===== config.mk =====
export PLATFORM = sky130hd
export DESIGN_NAME = bus_wake_filter
export DESIGN_NICKNAME = d
export VERILOG_FILES = /design/src/rtl/bwf_pkg.sv /design/src/rtl/bwf_run_counter.sv /design/src/rtl/bwf_fsm.sv /design/src/rtl/bus_wake_filter.sv
export SDC_FILE = /design/constraint.sdc
export NUM_CORES = 1
export LEC_CHECK = 0
export CORE_ASPECT_RATIO = 1.5
export CORE_MARGIN = 10
export CORE_UTILIZATION = 57
export CTS_CLUSTER_SIZE = 20
export DETAILED_ROUTE_END_ITERATION = 8
export PLACE_DENSITY = 0.75
export SYNTH_ARGS = -nofsm -noshare
export SYNTH_HDL_FRONTEND = slang
export SYNTH_SLANG_ARGS = --single-unit

===== constraint.sdc =====
create_clock -name clk -period 2.18 [get_ports clk]
set_input_delay 0.327 -clock clk [delete_from_list [all_inputs] [get_ports clk]]
set_output_delay 0.327 -clock clk [all_outputs]
set_load 0.1 [all_outputs]

===== src/rtl/bwf_pkg.sv =====
package bwf_pkg;

    typedef enum logic [2:0] {
        ST_IDLE   = 3'd0,
        ST_LOCKED = 3'd1,
        ST_ARMED  = 3'd2,
        ST_DOM    = 3'd3,
        ST_QUAL   = 3'd4
    } bwf_state_t;

endpackage


===== src/rtl/bwf_run_counter.sv =====
// Counts consecutive qualifying samples; cleared whenever a sample does not qualify.
module bwf_run_counter #(
    parameter int LIMIT = 16
) (
    input  logic clk,
    input  logic rst_n,
    input  logic inc,
    output logic at_limit
);
    localparam int W = (LIMIT > 2) ? $clog2(LIMIT) : 1;
    localparam logic [W-1:0] LAST = W'(LIMIT - 1);

    logic [W-1:0] cnt;

    assign at_limit = (cnt == LAST);

    always_ff @(posedge clk or negedge rst_n) begin
        if (!rst_n) begin
            cnt <= '0;
        end else if (!inc) begin
            cnt <= '0;
        end else if (!at_limit) begin
            cnt <= cnt + 1'b1;
        end
    end
endmodule


===== src/rtl/bwf_fsm.sv =====
module bwf_fsm
    import bwf_pkg::*;
(
    input  logic       clk,
    input  logic       rst_n,
    input  logic       bus_level,
    input  logic       sleep_active,
    input  logic       sleep_enter,
    input  logic       dom_hit,
    input  logic       rec_hit,
    output bwf_state_t state,
    output logic       dom_inc,
    output logic       rec_inc,
    output logic       wake_pulse,
    output logic       locked_out
);
    bwf_state_t nxt;

    // next-state decision
    always_comb begin
        nxt = state;
        if (!sleep_active) begin
            nxt = ST_IDLE;
        end else begin
            unique case (state)
                ST_IDLE:   if (sleep_enter) nxt = bus_level ? ST_ARMED : ST_LOCKED;
                ST_LOCKED: if (bus_level && rec_hit) nxt = ST_ARMED;
                ST_ARMED:  if (!bus_level) nxt = ST_DOM;
                ST_DOM: begin
                    if (bus_level)    nxt = ST_ARMED;
                    else if (dom_hit) nxt = ST_QUAL;
                end
                ST_QUAL:   if (bus_level) nxt = ST_ARMED;
                default:   nxt = ST_IDLE;
            endcase
        end
    end

    // state register
    always_ff @(posedge clk or negedge rst_n) begin
        if (!rst_n) state <= ST_IDLE;
        else        state <= nxt;
    end

    // outputs
    always_ff @(posedge clk or negedge rst_n) begin
        if (!rst_n) wake_pulse <= 1'b0;
        else        wake_pulse <= sleep_active && bus_level && (state == ST_QUAL);
    end

    assign locked_out = (state == ST_LOCKED);
    assign dom_inc = sleep_active && !bus_level &&
                     ((state == ST_ARMED) || (state == ST_DOM));
    assign rec_inc = sleep_active && bus_level && (state == ST_LOCKED);
endmodule


===== src/rtl/bus_wake_filter.sv =====
module bus_wake_filter
    import bwf_pkg::*;
#(
    parameter int DOM_CYCLES = 25000,
    parameter int REC_CYCLES = 4250
) (
    input  logic clk,
    input  logic rst_n,
    input  logic bus_level,
    input  logic sleep_active,
    input  logic sleep_enter,
    output logic wake_pulse,
    output logic locked_out
);
    bwf_state_t state;
    logic dom_inc, rec_inc, dom_hit, rec_hit;

    bwf_fsm u_fsm (
        .clk          (clk),
        .rst_n        (rst_n),
        .bus_level    (bus_level),
        .sleep_active (sleep_active),
        .sleep_enter  (sleep_enter),
        .dom_hit      (dom_hit),
        .rec_hit      (rec_hit),
        .state        (state),
        .dom_inc      (dom_inc),
        .rec_inc      (rec_inc),
        .wake_pulse   (wake_pulse),
        .locked_out   (locked_out)
    );

    bwf_run_counter #(.LIMIT(DOM_CYCLES)) u_dom_cnt (
        .clk      (clk),
        .rst_n    (rst_n),
        .inc      (dom_inc),
        .at_limit (dom_hit)
    );

    bwf_run_counter #(.LIMIT(REC_CYCLES)) u_rec_cnt (
        .clk      (clk),
        .rst_n    (rst_n),
        .inc      (rec_inc),
        .at_limit (rec_hit)
    );
endmodule


### Word-level counts from Yosys, hierarchy flattened

Index checks and enable logic that the tools add are counted.

| storage, ports and cells | value |
|---|---|
| bits in registers | 32 |
| input port bits | 5 |
| output and inout bits | 2 |
| word-level logic and storage cells | 42 |

| operators by class | value |
|---|---|
| $add $sub $neg | 2 |
| equality and inequality tests | 13 |
| multiplexer cells | 13 |
| reduce and logical (&&, ||, !) cells | 10 |

Operators with widths:

| kind | number |
|---|---|
| 2-to-1 mux 15 bit | 2 |
| 2-to-1 mux 13 bit | 2 |
| 2-to-1 mux 3 bit | 7 |
| adder 15 x 1 -> 15 bit, second input constant | 1 |
| == test 15 bit, second input constant | 1 |
| case mux 3 bit (5 select lines) | 1 |
| adder 13 x 1 -> 13 bit, second input constant | 1 |
| == test 13 bit, second input constant | 1 |
| != test 3 bit, second input constant | 3 |
| == test 3 x 2 -> 1 bit, second input constant | 2 |
| logical AND 1 bit | 6 |
| AND reduction 5 bit | 1 |
| != test 2 bit, second input constant | 2 |
| != test 4 bit, second input constant | 1 |
| == test 3 x 1 -> 1 bit, second input constant | 1 |
| == test 3 bit, second input constant | 1 |
| logical NOT 3 bit | 1 |
| != test 3 x 2 -> 1 bit, second input constant | 1 |
| 2-to-1 mux 2 bit | 1 |
| logical NOT 1 bit | 1 |
| logical OR 1 bit | 1 |

### Depth between registers and ports, before layout

| depth | value |
|---|---|
| depth after elaboration | 5 |
| depth in mapped cells | 6 |
| gate-level depth less buffers | 6 |

### Hierarchy

Synthesis repeated with hierarchy kept, for this count alone.

| second synthesis, totals | value |
|---|---|
| cell total of the unflattened synthesis | 190 |
| area, all modules | 1,870.5 sq um |

By module, submodules not included:

| module | times used | cells an instance | area an instance (sq um) | seq. area each (sq um) |
|---|---|---|---|---|
| bwf_run_counter (u_dom_cnt) | 1 | 82 | 833.3 | 375.4 |
| bwf_run_counter (u_rec_cnt) | 1 | 73 | 710.7 | 325.3 |
| bwf_fsm | 1 | 35 | 326.6 | 100.1 |

### Least setup slack after synthesis

No wires, ideal clock.

| timing path | value |
|---|---|
| path kind | register to output |
| start point | register u_fsm.state[0] |
| end point | output locked_out |
| arrival time | 2.712 ns |
| data required time | 1.853 ns |
| slack | -0.859 ns |
| stages on the path, launching flop included | 4 |
| buffers on the path | 1 |
| path through | dfrtp_1 > clkbuf_1 > inv_1 > nor3_1 |

| between the ends | value |
|---|---|
| word-level cells in the longest chain between the ends | 1 |

RTL lines:

| what | line | text |
|---|---|---|
| start: declaration | bwf_fsm.sv:11 | `output bwf_state_t state,` |
| start signal: assignment | bwf_fsm.sv:42 | `else state <= nxt;` |
| == test 3 x 1 -> 1 bit | bwf_fsm.sv:51 | `assign locked_out = (state == ST_LOCKED);` |
| end: declaration | bus_wake_filter.sv:13 | `output logic locked_out` |

No other way between the ends.

### Final worst setup path

| timing path | value |
|---|---|
| start point | register u_rec_cnt.cnt[1] |
| end point | register u_fsm.state[1] |

| between the ends | value |
|---|---|
| word-level cells in the longest chain between the ends | 4 |

RTL lines:

| what | line | text |
|---|---|---|
| start: declaration | bwf_run_counter.sv:13 | `logic [W-1:0] cnt;` |
| start signal: assignment | bwf_run_counter.sv:23 | `cnt <= cnt + 1'b1;` |
| == test 13 bit | bwf_run_counter.sv:15 | `assign at_limit = (cnt == LAST);` |
| logical AND 1 bit | bwf_fsm.sv:27 | `ST_LOCKED: if (bus_level && rec_hit) nxt = ST_ARMED;` |
| != test 3 x 2 -> 1 bit (no source line) | n/a |  |
| AND reduction 5 bit (no source line) | n/a |  |

No other way between the ends.
A chain may end at the register's enable or synchronous reset.

==> results.json <==
{
  "core_area_um2": 2880,
  "antennaDiodeCount": 0,
  "grt_use_met2_pct": 23.3,
  "worstSetupPathType": "reg -> reg",
  "post_drt_wl_per_cell_um": 14.4,
  "clk_latency_ns": 0.28,
  "grt_max_degree": 33,
  "grt_pass1_vias": 1385,
  "ys_ff_latch": 32,
  "overflow": 0,
  "clock_sinks": 32,
  "chipHeight_um": 87.0,
  "hold_buffers": 0,
  "drt-total-wl_mm": 3.36,
  "port-buffer-count": 6,
  "power.density_nw_per_um2": 629,
  "syn_inst": 183,
  "vias_per_cell": 5.83,
  "power.leakage_nw": 0.724,
  "fin_skew_ns": 0.00382,
  "place_congestion": 0.841,
  "r2r-start": "u_rec_cnt.cnt[1]$_DFFE_PN0P_",
  "grt_pass1_wl_mm": 6.22,
  "cp_slowest_cell": "dfrtp_1",
  "tightest_slew_ns": 0.498,
  "crit_path_max_incr_delay_ns": 0.41,
  "required_ns": 2.41,
  "drive_gt1_share_pct": 8.76,
  "postCtsSetupRepairBufs": 0,
  "min_path_type": "in -> async",
  "clock_path_buffers": 2,
  "r2r_cells": 6,
  "start_util_pct": 59.2,
  "end_kind": "register",
  "io_pins": 7,
  "worst-path-max-fanout": 5,
  "hold_viol_final": 0,
  "detailed_place_hpwl_mm": 2.33,
  "report.final.slew_viol_count": 0,
  "cts-root-buf": "clkbuf_8",
  "reg2reg_to": "u_fsm.state[1]$_DFFE_PN0P_",
  "grt_use_met3_pct": 4.25,
  "reg2reg_slack_ns": 0.45,
  "dieWidth_um": 64.7,
  "cap_violations": 0,
  "antenna_found_initial": 0,
  "path_clk_slew_ns": 0.06,
  "p_total_mw": 1.21,
  "vias": 1358,
  "startpoint_type": "register",
  "peakVddDrop_mv": 0.636,
  "synth-edff-count": 0,
  "ant_nets": 0,
  "busiest_layer": "met2",
  "yosysWarnings": 0,
  "syn_area_um2": 1710,
  "syn_avg_cell_area_um2": 9.33,
  "synth-main-ff-cell": "dfrtp_1",
  "cts_max_level": 2,
  "drt_first_pass_iters": 4,
  "setup_viol": 0,
  "grt_use_total_pct": 13.8,
  "rows": 24,
  "numCtsBuffers": 5,
  "cp.arrival_ns": 1.96,
  "status": "completed",
  "drt_iter0_drc": 36,
  "tns_ns": 0,
  "area_growth_pct": 12.5,
  "post-route-period-util_pct": 79.2,
  "gr-usage-met1_pct": 15.0,
  "nets": 201,
  "period_needed_ns": 1.73,
  "route.detailed.drc": 0,
  "yosysUniqueCellTypes": 34,
  "cp_cell_sequence": "inv_1 -> ha_1 -> nor4bb_1 -> nand3_1 -> o21ai_0 -> a31o_2",
  "cts_resized": 0,
  "yosysSeqAreaShare_pct": 46.9,
  "synth_nets": 191,
  "cts_tree": "yes",
  "grt_setup_unrepaired": "false",
  "max_freq_mhz": 579,
  "synthArstFlopShare_pct": 100,
  "dieArea_um2": 5630,
  "relSlewSlack_pct": 66.7
}
## sequential cells by signal (all words and copies together), names as in the netlist
register and count:
u_rec_cnt.cnt 13, u_fsm.wake_pulse 1, u_dom_cnt.cnt 15, u_fsm.state 3
## worst max-delay path: cells and delay by family, from the launching register on
kind	cells	cell delay, ns
buffers and inverters	1	0.08
AO/OA/AOI/OAI	2	0.41
flip-flops	1	0.41
AND/OR/NAND/NOR	2	0.64
adder cells (fa/ha/maj)	1	0.14
## cell usage after synthesis, drive strengths merged, types with 3 or more instances
cell type   n  share of area (%)
dfrtp      32                 47
nor2       21                4.6
o21ai      13                3.8
xnor2      12                6.2
a21oi      11                3.2
nand2      11                2.4
nand3      10                2.9
or3         9                3.4
nor3        8                2.3
nor4        7                2.6
inv         6                1.3
nand4       6                3.1
clkbuf      4               0.88
nor2b       4                1.5
xor2        4                2.1
ha          3                2.2
nor3b       3                1.3
## power by group
group / leakage (nW) / internal, mW / switching [mW]
combinational: 0.233 / 0.0470 / 0.0717
sequential: 0.445 / 0.602 / 0.0194
clock: 0.0455 / 0.257 / 0.209
## how the worst max path moves through the flow
stage                                             from  slack, ns  cells after the start                            to
after floorplan             u_fsm.state[0]$_DFFE_PN0P_       0.39                      3                    locked_out
after global placement                    sleep_active       0.42                      4  u_dom_cnt.cnt[2]$_DFFE_PN0P_
after detailed placement                  sleep_active       0.38                      4  u_dom_cnt.cnt[2]$_DFFE_PN0P_
after CTS                 u_rec_cnt.cnt[1]$_DFFE_PN0P_       0.46                      6    u_fsm.state[1]$_DFFE_PN0P_
after global routing      u_dom_cnt.cnt[0]$_DFFE_PN0P_       0.30                      5    u_fsm.state[1]$_DFFE_PN0P_
final                     u_rec_cnt.cnt[1]$_DFFE_PN0P_       0.45                      6    u_fsm.state[1]$_DFFE_PN0P_
## final cells by class
cell class	instances	area [um2]
fill	246	963
multi-input combinational	139	867
sequential	32	801
clock buffer	8	90.1
timing repair buffer	9	90.1
tap	39	48.8
inverter	6	22.5
## stage by stage
| stage | instance area [um2] | hold slack, ns | util [%] | std cells | setup WS, ns |
|---|---|---|---|---|---|
| 3_3_place_gp | 1830 | 0.535 | 63.5 | 225 | 0.421 |
| 5_1_grt | 1920 | 0.469 | 66.6 | 233 | 0.300 |
| 4_1_cts | 1920 | 0.445 | 66.6 | 233 | 0.462 |
| 2_1_floorplan | 1720 | 0.0314 | - | 183 | 0.393 |
| 3_5_place_dp | 1830 | 0.538 | 63.5 | 225 | 0.380 |
| 6_report | 1920 | 0.433 | 66.6 | 233 | 0.453 |
## layer usage
layer / wire length, um / vias to the layer above / share of wire (%)
met2: 1750 / 12 / 52
met3: 84 / 7 / 2.5
met1: 1450 / 666 / 43
li1: - / 673 / -
met5: 0 / - / 0
met4: 74 / 0 / 2.2
## layout by cell type, fill, tap and decap left out, drive strengths merged, types with 7 or more instances in the layout
cell     n
clkbuf   8
or3      9
xnor2   12
nor4     7
nand2   11
a21oi   11
nor3     8
nor2    21
dfrtp   32
nand3   10
o21ai   13
## cell families after synthesis
family          Yosys count  synth area share, %
mux                       1                0.587
compound gates           28                 8.87
fa+ha+maj                 3                 2.20
buf+inv                  12                 2.93
flops                    32                 46.9
xor+xnor                 16                 8.21
simple gates             91                 30.3
No activity file was read; power rests on OpenSTA's default activity.
